### config.mk
export PLATFORM = sky130hd
export DESIGN_NAME = clk_stop_ctrl
export DESIGN_NICKNAME = d
export VERILOG_FILES = /design/src/rtl/clk_stop_ctrl.sv
export SDC_FILE = /design/constraint.sdc
export NUM_CORES = 1
export LEC_CHECK = 0
export CORE_MARGIN = 2
export CORE_UTILIZATION = 40
export CTS_CLUSTER_SIZE = 25
export DETAILED_ROUTE_END_ITERATION = 12
export DONT_BUFFER_PORTS = 1
export PLACE_DENSITY = 0.66
export SKIP_CTS_REPAIR_TIMING = 1
export SYNTH_ARGS = -nofsm -noshare
export SYNTH_HDL_FRONTEND = slang
export SYNTH_SLANG_ARGS = --single-unit
### constraint.sdc
create_clock -name clk -period 1.4 [get_ports clk]
set_input_delay 0.42 -clock clk [delete_from_list [all_inputs] [get_ports clk]]
set_output_delay 0.42 -clock clk [all_outputs]
set_load 0.005 [all_outputs]
### src/rtl/clk_stop_ctrl.sv
module clk_stop_ctrl #(
  parameter int NPCI        = 7,
  parameter int NPCIF       = 3,
  parameter int NCPU        = 3,
  parameter int CPU_QUAL    = 2,
  parameter int SYNC_STAGES = 2
) (
  input  logic             clk,
  input  logic             rst_n,
  input  logic             pci_src,
  input  logic             cpu_src,
  input  logic             pci_stop_n,
  input  logic             cpu_stop_n,
  input  logic             sw_pci_run,
  input  logic [NPCI-1:0]  pci_en,
  input  logic [NPCIF-1:0] pcif_en,
  input  logic [NPCIF-1:0] pcif_stoppable,
  input  logic [NCPU-1:0]  cpu_en,
  input  logic [NCPU-1:0]  cpu_free,
  output logic [NPCI-1:0]  pci_clk,
  output logic [NPCIF-1:0] pcif_clk,
  output logic [NCPU-1:0]  cpu_t,
  output logic [NCPU-1:0]  cpu_c,
  output logic [NCPU-1:0]  cpu_c_drv
);
  localparam int QW = $clog2(CPU_QUAL + 1);
  localparam logic [QW-1:0] QMAX = QW'(CPU_QUAL);

  logic [SYNC_STAGES-1:0] pci_sync, cpu_sync;
  logic pci_src_q, cpu_src_q, pci_halt;
  logic [QW-1:0] cpu_cnt;
  logic [NPCI-1:0]  pci_run, pci_run_nx, pci_want;
  logic [NPCIF-1:0] pcif_run, pcif_run_nx, pcif_want;
  logic [NCPU-1:0]  cpu_run, cpu_run_nx, cpu_want;

  wire pci_req  = !pci_sync[SYNC_STAGES-1] || !sw_pci_run;
  wire cpu_req  = !cpu_sync[SYNC_STAGES-1];
  wire pci_rise = pci_src && !pci_src_q;
  wire cpu_rise = cpu_src && !cpu_src_q;
  wire cpu_halt = (cpu_cnt == QMAX);

  always_ff @(posedge clk or negedge rst_n) begin
    if (!rst_n) begin
      pci_sync  <= '1;
      cpu_sync  <= '1;
      pci_src_q <= 1'b0;
      cpu_src_q <= 1'b0;
      pci_halt  <= 1'b0;
      cpu_cnt   <= '0;
    end else begin
      pci_sync  <= {pci_sync[SYNC_STAGES-2:0], pci_stop_n};
      cpu_sync  <= {cpu_sync[SYNC_STAGES-2:0], cpu_stop_n};
      pci_src_q <= pci_src;
      cpu_src_q <= cpu_src;
      if (pci_rise) pci_halt <= pci_req;
      if (cpu_rise) begin
        if (!cpu_req)             cpu_cnt <= '0;
        else if (cpu_cnt != QMAX) cpu_cnt <= cpu_cnt + 1'b1;
      end
    end
  end

  assign pci_want  = pci_en & {NPCI{!pci_halt}};
  assign pcif_want = pcif_en & ~(pcif_stoppable & {NPCIF{pci_halt}});
  assign cpu_want  = cpu_en & ~(~cpu_free & {NCPU{cpu_halt}});

  // single-ended gates move while the source is low, pair gates while it is high
  assign pci_run_nx  = pci_src ? pci_run  : pci_want;
  assign pcif_run_nx = pci_src ? pcif_run : pcif_want;
  assign cpu_run_nx  = cpu_src ? cpu_want : cpu_run;

  always_ff @(posedge clk or negedge rst_n) begin
    if (!rst_n) begin
      pci_run   <= '0;
      pcif_run  <= '0;
      cpu_run   <= '0;
      pci_clk   <= '0;
      pcif_clk  <= '0;
      cpu_t     <= '1;
      cpu_c     <= '0;
      cpu_c_drv <= '0;
    end else begin
      pci_run   <= pci_run_nx;
      pcif_run  <= pcif_run_nx;
      cpu_run   <= cpu_run_nx;
      pci_clk   <= {NPCI{pci_src}} & pci_run_nx;
      pcif_clk  <= {NPCIF{pci_src}} & pcif_run_nx;
      cpu_t     <= {NCPU{cpu_src}} | ~cpu_run_nx;
      cpu_c     <= {NCPU{!cpu_src}} & cpu_run_nx;
      cpu_c_drv <= cpu_run_nx;
    end
  end
endmodule

==> impl_metrics.json, run 1 <==
{
  "grt_first_pass_wirelength_mm": 3.05,
  "firstDrtPassIters": 4,
  "multi_input_area_sq_um": 290,
  "path_max_fanout": 3,
  "cts_buffer_depth": 2,
  "gp_congestion": 0.626,
  "drive_gt1_share_pct": 22.4,
  "ys_types": 17,
  "setup_viol": 0,
  "diodes": 0,
  "drc": 0,
  "grt_max_degree": 39,
  "cts_tree": "yes",
  "cts_root_buf": "clkbuf_4",
  "syn-cell-area_sq_um": 1280,
  "chipWidth_microns": 60.5,
  "io_pins": 45,
  "worst_pin_slew_ns": 0.454,
  "worstSetupPathType": "reg2reg",
  "syn_nets": 116,
  "tns_ns": 0,
  "critPathLaunchType": "flop",
  "numCtsBuffers": 5,
  "die-area_sq_um": 3660,
  "synth-edff-count": 0,
  "clock_latency_ns": 0.32,
  "drv_cap": 0,
  "htreeDepth": 2,
  "dpl.hpwl_mm": 1.40,
  "r2r-start": "cpu_cnt[0]$_DFFE_PN0P_",
  "clkSlewWorstSetupHoldPaths_ns": 0.10,
  "overflow": 0,
  "clock.fmax_ghz": 0.770,
  "initial_core_util_pct": 41.8,
  "clock_skew_ns": 0.00409,
  "ys_seq_elements": 38,
  "power_density_nw_per_um2": 1390,
  "register_area_sq_um": 960,
  "grt_pass1_vias": 732,
  "outcome": "finished clean",
  "cts_num_sinks": 38,
  "drt-initial-drc-count": 21,
  "grtUsageTotal_pct": 12.2,
  "min_path_type": "in2reg",
  "cp-startpoint": "cpu_cnt[0]$_DFFE_PN0P_",
  "ir_drop_mv": 0.666,
  "rsz0062_at_grt": "no",
  "hold_path.startpoint": "cpu_stop_n",
  "vias_per_cell": 4.75,
  "seq_area_frac_synth_pct": 75.2,
  "fillCellCount": 293,
  "cp.arrival_ns": 1.57,
  "syn_area_per_cell_sq_um": 14.3,
  "period_share_pct": 92.8,
  "max_slew_margin_pct": 69.6,
  "port_buffers": 0,
  "ys_warn_count": 0,
  "areaGrowthSynthToFinish_pct": 11.1,
  "final-max-slew-violation-count": 0,
  "synth-main-ff-cell": "dfrtp_1",
  "coreArea_sq_um": 3050,
  "endpoint_kind": "flop",
  "rows": 20,
  "wl_per_cell_microns": 13.8,
  "power_uw": 1970,
  "finalWirelength_mm": 1.96,
  "nets": 124,
  "synthesis.instances": 89,
  "ys_async_sr_fraction_pct": 100,
  "grt_antenna_before_repair": 0,
  "route.vias.total": 674,
  "ant_nets": 0,
  "die_y_microns": 60.5,
  "finalHoldViolCount": 0,
  "critPathRequiredTime_ns": 1.67,
  "leakagePower_uw": 0.000738,
  "period_minus_slack_ns": 1.30
}
-- metrics by stage --
stage	area, sq um	hold slack, ns	util [%]	instances	setup WS, ns
after CTS	1390	-0.249	45.5	140	0.0926
after floorplan	1280	0.124	-	89	0.178
final	1420	0.0825	46.4	142	0.101
after global routing	1420	0.0379	46.4	142	0.0204
after detailed placement	1330	0.125	43.5	132	0.103
after global placement	1330	0.125	43.5	132	0.166
-- final cells by class --
| cell class | count | share of cell area (%) |
|---|---|---|
| Sequential cell | 38 | 67.7 |
| Multi-Input combinational cell | 44 | 20.5 |
| Clock buffer | 7 | 3.88 |
| Tap cell | 44 | 3.88 |
| Timing Repair Buffer | 2 | 2.12 |
| Inverter | 6 | 1.59 |
| Clock inverter | 1 | 0.353 |
-- path summary, 6_finish.rpt --
| kind | cells after the start | slack, ns | endpoint |
|---|---|---|---|
| setup / recovery | 4 | 0.10 | cpu_cnt[1]$_DFFE_PN0P_ |
| hold / removal | 0 | 0.08 | cpu_sync[0]$_DFF_PN1_ |
| setup reg to reg | 4 | 0.10 | cpu_cnt[1]$_DFFE_PN0P_ |
| hold reg to reg | 0 | 0.36 | cpu_sync[1]$_DFF_PN1_ |
| max in group asynchronous | 2 | 0.58 | cpu_t[0]$_DFF_PN1_ |
| min in group asynchronous | 2 | 0.58 | async pin |
-- cells by family (layout without fill, tap and decap cells) --
family	count (synthesis)	count (layout)	share of synthesized area [%]
compound gates	17	17	9.90
fa+ha+maj	1	1	0.980
buf+inv	7	16	2.06
flops	38	38	75.2
simple gates	26	26	11.9
-- synthesized netlist by cell type (2+ instances only) --
library cell / n / share of area (%)
o211ai_1: 3 / 1.8
nor2_1: 2 / 0.59
nor2b_1: 2 / 0.98
inv_1: 6 / 1.8
a31o_2: 3 / 2.1
and2_1: 10 / 4.9
dfstp_2: 7 / 14
dfrtp_1: 31 / 61
o21ai_0: 2 / 0.78
nand2b_2: 4 / 2.7
nand2_1: 7 / 2.1
a21o_1: 7 / 4.1
-- routing by layer --
layer | wire length [microns] | vias up | GRT usage [%]
met5 | 0 | - | 0
met4 | 39 | 0 | 8.39
met3 | 217 | 5 | 6.40
met2 | 950 | 40 | 20.7
met1 | 748 | 320 | 11.3
li1 | - | 309 | -
-- power breakdown --
part	internal, uW	switching, uW
combinational	73.4	88.9
clock	244	314
sequential	1200	46.4
-- placed cells by master (no fill, tap or decap) --
cell,netlist,layout
nand2_1,7,7
o41ai_1,1,1
clkbuf_1,1,1
nor2b_1,2,2
clkbuf_8,0,1
buf_12,0,1
a31oi_1,1,1
clkinv_2,0,1
nor2_1,2,2
a31o_2,3,3
dfstp_2,7,7
a21o_1,7,7
or4_1,1,1
and2_1,10,10
clkbuf_4,0,5
dlygate4sd3_1,0,1
inv_1,6,6
o211ai_1,3,3
nand2b_2,4,4
dfrtp_1,31,31
ha_1,1,1
o21ai_0,2,2
-- critical path, stage by stage, from the launching register on --
cell and delay, ns:
dfrtp_1 0.37, inv_1 0.05, ha_1 0.28, or4_1 0.47, nand2_1 0.08
No activity file was read; power rests on OpenSTA's default activity.
==> run 2, diff against run 1 <==
--- a/config.mk
+++ b/config.mk
@@ -6,11 +6,11 @@
 export NUM_CORES = 1
 export LEC_CHECK = 0
 export CORE_MARGIN = 2
-export CORE_UTILIZATION = 40
+export CORE_UTILIZATION = 59
 export CTS_CLUSTER_SIZE = 25
 export DETAILED_ROUTE_END_ITERATION = 12
 export DONT_BUFFER_PORTS = 1
-export PLACE_DENSITY = 0.66
+export PLACE_DENSITY = 0.87
 export SKIP_CTS_REPAIR_TIMING = 1
 export SYNTH_ARGS = -nofsm -noshare
 export SYNTH_HDL_FRONTEND = slang
==> run 2 against run 1 <==
Against the previous run: sequential share of layout area is 1.0 points higher; combinational power barely moved; power is essentially flat; clock-buffer cell count unchanged; cell count down 12%; maximum frequency shrank 1.9%; final area fell by 1.5%; core utilization rose by 23 points.
==> impl_metrics.json, run 2 (same netlist as run 1, synthesis figures left out) <==
{
  "outcome": "finished clean",
  "path_cells": "inv_1 -> ha_1 -> or4_1 -> nand2_1",
  "dpl.hpwl_mm": 1.48,
  "grt_use_met2_pct": 29.4,
  "sw_frac_of_total_pct": 22.9,
  "crit_buf_inv": 1,
  "cp.arrival_ns": 1.59,
  "drt-initial-drc-count": 9,
  "chipWidth_microns": 50.5,
  "route.vias.total": 697,
  "seqPwrFrac_pct": 63.5,
  "grtUsageTotal_pct": 18.6,
  "firstDrtPassIters": 3,
  "overflow": 0,
  "clock_skew_ns": 0.00538,
  "rsz0062_at_grt": "no",
  "grt_use_met3_pct": 7.74,
  "clock_latency_ns": 0.32,
  "fillCellCount": 133,
  "max_slew_margin_pct": 67.4,
  "slowest_delay_ns": 0.48,
  "power_density_nw_per_um2": 1410,
  "port_buffers": 0,
  "dpl_cell_area_sq_um": 1310,
  "gr-max-usage-layer": "met2",
  "cts_num_sinks": 38,
  "coreArea_sq_um": 2000,
  "combPwrFrac_pct": 8.3,
  "drv_cap": 0,
  "vias_per_cell": 5.58,
  "p_clk_share_pct": 28.2,
  "nets": 124,
  "postLayoutCellArea_sq_um": 1400,
  "die_y_microns": 50.5,
  "diodes": 0,
  "tns_ns": 0,
  "path_max_fanout": 3,
  "clock.fmax_ghz": 0.755,
  "finalHoldViolCount": 0,
  "gp_congestion": 0.623,
  "numCtsBuffers": 5,
  "period_minus_slack_ns": 1.32,
  "power_uw": 1970,
  "endpoint_kind": "flop",
  "leakagePower_uw": 0.000738,
  "cts_buffer_depth": 2,
  "rrSetupSlack_ns": 0.08,
  "intPower_uw": 1520,
  "drive_gt1_share_pct": 22.4,
  "worstSetupPathType": "reg2reg",
  "cts_tree": "yes",
  "areaGrowthSynthToFinish_pct": 9.41,
  "grt_antenna_before_repair": 0,
  "ant_nets": 0,
  "io_pins": 45,
  "initial_core_util_pct": 63.7,
  "period_share_pct": 94.6,
  "die-area_sq_um": 2550,
  "critPathLaunchType": "flop",
  "htreeDepth": 2,
  "final-max-slew-violation-count": 0,
  "clkSlewWorstSetupHoldPaths_ns": 0.10,
  "switchingPower_uw": 450,
  "final_common_cell": "dfrtp_1",
  "drc": 0,
  "min_path_type": "in2reg",
  "grt_util_met1_pct": 20.5,
  "finalWirelength_mm": 2.00,
  "cts_root_buf": "clkbuf_4",
  "worst_pin_slew_ns": 0.487,
  "critPathRequiredTime_ns": 1.67,
  "final_util_pct": 69.8,
  "ir_drop_mv": 0.838,
  "crit_family": "simple AND/OR/NAND/NOR gates",
  "grt_max_degree": 39,
  "grt_pass1_vias": 698,
  "wl_per_cell_microns": 16.0,
  "layout_common_cells": "dfrtp_1 (31), and2_1 (10), nand2_1 (7), a21o_1 (7), dfstp_2 (7)",
  "rows": 16,
  "grt_first_pass_wirelength_mm": 3.24,
  "cp_slowest_cell": "or4_1",
  "setup_viol": 0
}
-- run 2: cell counts in the layout (fill, tap and decap cells not counted) --
No cell type changed its count.
-- run 2: stage by stage --
| stage | hold slack, ns | instances | worst slack [ns] |
|---|---|---|---|
| floorplan | 0.124 | 89 | 0.178 |
| global placement | 0.125 | 115 | 0.166 |
| detailed placement | 0.125 | 115 | 0.106 |
| CTS | -0.247 | 123 | 0.0735 |
| global route | 0.0522 | 125 | 0.0359 |
| finish | 0.0781 | 125 | 0.0751 |
-- run 2: worst paths after layout --
path	end	cells after the start	startpoint
worst min register to register	pci_sync[1]$_DFF_PN1_	0	pci_sync[0]$_DFF_PN1_
worst max-delay path	cpu_cnt[1]$_DFFE_PN0P_	4	cpu_cnt[0]$_DFFE_PN0P_
worst max register to register	cpu_cnt[1]$_DFFE_PN0P_	4	cpu_cnt[0]$_DFFE_PN0P_
worst min-delay path	pci_sync[0]$_DFF_PN1_	0	pci_stop_n
max in group asynchronous	cpu_t[2]$_DFF_PN1_	2	rst_n
min in group asynchronous	async pin	2	rst_n
-- run 2: area by class of cell --
class                   count  area, sq um  share of cell area [%]
clock buffers               7         55.1                    3.94
clock inverters             1         5.00                   0.358
inverters                   6         22.5                    1.61
multi-input cells          44          290                    20.8
flip-flops and latches     38          960                    68.7
well taps                  27         33.8                    2.42
repair buffers              2         30.0                    2.15
-- run 2: per-layer routing --
metal,part of all wire (%),wire (microns),vias to the layer above
li1,-,-,313
met2,53,1060,35
met5,0,0,-
met3,9.1,181,6
met1,35,702,343
met4,2.5,50,0
-- run 2: power groups by stage --
stage	logic (uW)	clock network [uW]	registers [uW]
final	164	554	1250
after global routing	189	624	1260
after CTS	138	585	1250
after detailed placement	137	0	1270
after global placement	121	0	1260
after floorplan	112	0	1260
==> run 3, diff against run 2 <==
--- a/config.mk
+++ b/config.mk
@@ -5,12 +5,14 @@
 export SDC_FILE = /design/constraint.sdc
 export NUM_CORES = 1
 export LEC_CHECK = 0
+export CELL_PAD_IN_SITES_DETAIL_PLACEMENT = 1
+export CELL_PAD_IN_SITES_GLOBAL_PLACEMENT = 2
 export CORE_MARGIN = 2
-export CORE_UTILIZATION = 59
+export CORE_UTILIZATION = 38
 export CTS_CLUSTER_SIZE = 25
 export DETAILED_ROUTE_END_ITERATION = 12
 export DONT_BUFFER_PORTS = 1
-export PLACE_DENSITY = 0.87
+export PLACE_DENSITY = 0.86
 export SKIP_CTS_REPAIR_TIMING = 1
 export SYNTH_ARGS = -nofsm -noshare
 export SYNTH_HDL_FRONTEND = slang
==> run 3 against run 2 <==
Against the previous run: clock skew increased by 0.0023 ns; final area rose by 5.4%; routed wire length increased by 6.3%; sequential power is essentially flat; worst setup slack got worse by 0.028 ns; clock power rose by 71%; flip-flop and latch count did not move; critical path depth stayed put; cell count is 15% higher; highest routed layer unchanged.
==> impl_metrics.json, run 3 (same netlist as run 1, synthesis figures left out) <==
{
  "finalWirelength_mm": 2.12,
  "crit_family": "simple AND/OR/NAND/NOR gates",
  "tns_ns": 0,
  "rsz0062_at_grt": "no",
  "port_buffers": 0,
  "grt_first_pass_wirelength_mm": 3.04,
  "cp_slowest_cell": "or4_1",
  "clkSlewWorstSetupHoldPaths_ns": 0.11,
  "overflow": 0,
  "grt_max_degree": 39,
  "hold_path.startpoint": "cpu_stop_n",
  "ant_nets": 0,
  "numPlacedInstances": 134,
  "crit_buf_inv": 1,
  "nets": 124,
  "r2r-start": "cpu_cnt[0]$_DFFE_PN0P_",
  "drc": 0,
  "layout_common_cells": "dfrtp_1 (31), and2_1 (10), nand2_1 (7), a21o_1 (7), dfstp_2 (7)",
  "grt_antenna_before_repair": 0,
  "drt-initial-drc-count": 13,
  "leakagePower_uw": 0.000761,
  "met3_length_microns": 183,
  "htreeDepth": 2,
  "fillCellCount": 343,
  "min_path_type": "in2reg",
  "critPathLaunchType": "flop",
  "period_share_pct": 96.6,
  "postLayoutCellArea_sq_um": 1470,
  "period_minus_slack_ns": 1.35,
  "path_max_fanout": 3,
  "chipWidth_microns": 62.0,
  "initial_core_util_pct": 38.9,
  "critPathRequiredTime_ns": 1.68,
  "vias_per_cell": 4.90,
  "ir_drop_mv": 0.648,
  "diodes": 0,
  "firstDrtPassIters": 2,
  "final-max-slew-violation-count": 0,
  "cts_tree": "yes",
  "dpl_cell_area_sq_um": 1330,
  "endpoint_kind": "flop",
  "cp-startpoint": "cpu_cnt[0]$_DFFE_PN0P_",
  "worstSetupPathType": "reg2reg",
  "final_cell_count_no_fill": 144,
  "dp_slack_ns": 0.0775,
  "fin_ws_ns": 0.0476,
  "gp_congestion": 0.553,
  "final_common_cell": "dfrtp_1",
  "cts_root_buf": "clkbuf_4",
  "rrSetupSlack_ns": 0.05,
  "worst_pin_slew_ns": 0.484,
  "slowest_delay_ns": 0.48,
  "maxUsedRoutingLayer": "met4",
  "cts_buffer_depth": 2,
  "rows": 21,
  "coreArea_sq_um": 3280,
  "outcome": "finished clean",
  "path_cells": "inv_1 -> ha_1 -> or4_1 -> nand2_1",
  "max_slew_margin_pct": 67.6,
  "route.vias.total": 706,
  "dpl.hpwl_mm": 1.48,
  "setup_viol": 0,
  "areaGrowthSynthToFinish_pct": 15.3,
  "drt-met1-wl_microns": 798,
  "grtUsageTotal_pct": 12.1,
  "drv_cap": 0,
  "cp.arrival_ns": 1.63,
  "clock_skew_ns": 0.00765,
  "finalHoldViolCount": 0,
  "die-area_sq_um": 3840,
  "power_density_nw_per_um2": 1610,
  "numCtsBuffers": 5,
  "die_y_microns": 62.0,
  "wl_per_cell_microns": 14.7,
  "grt_pass1_vias": 691,
  "io_pins": 45,
  "drive_gt1_share_pct": 23.5,
  "clock_latency_ns": 0.33,
  "power_uw": 2360,
  "dr_wl_met2_mm": 1.10,
  "cts_num_sinks": 38,
  "clock.fmax_ghz": 0.739
}
==> run 3: cell types whose count changed in the layout (fill, tap and decap cells not counted), sizes merged <==
cell | before | now
clkbuf | 7 | 6
clkinv | 1 | 0
bufinv | 0 | 2
==> run 3: path summary, 6_finish.rpt <==
path                                          end  depth (start not counted)
min in group asynchronous               async pin                          2
hold reg to reg             cpu_sync[1]$_DFF_PN1_                          0
max in group asynchronous   pci_sync[1]$_DFF_PN1_                          2
hold / removal              cpu_sync[0]$_DFF_PN1_                          0
setup / recovery           cpu_cnt[1]$_DFFE_PN0P_                          4
setup reg to reg           cpu_cnt[1]$_DFFE_PN0P_                          4
==> run 3: metrics by stage <==
stage | util, % | hold slack, ns
global placement | 40.5 | 0.125
floorplan | - | 0.124
CTS | 43.9 | -0.260
global route | 44.8 | 0.0293
finish | 44.8 | 0.0767
detailed placement | 40.5 | 0.125
==> run 3: routing by layer <==
layer / global-route usage [%] / vias up
li1: - / 310
met1: 12.2 / 355
met2: 19.6 / 36
met3: 7.04 / 5
met4: 6.38 / 0
met5: 0 / -
==> run 3: layout make-up <==
cell class                 instances  area, sq um  share of cell area [%]
timing repair buffer               2         30.0                    2.04
multi-input combinational         44          290                    19.7
inverter                           6         22.5                    1.53
clock inverter                     2         60.1                    4.08
tap                               46         57.6                    3.91
clock buffer                       6         51.3                    3.49
sequential                        38          960                    65.2
==> run 3: power by group <==
part	switching, uW	total [uW]	internal [uW]
Combinational	92.0	165	73.5
Sequential	50.6	1250	1200
Clock	342	947	605
Total	484	2360	1880
==> run 3: worst register-to-register path: stages (launching register included) <==
cell and delay [ns]:
dfrtp_1 0.39, inv_1 0.06, ha_1 0.28, or4_1 0.48
nand2_1 0.09
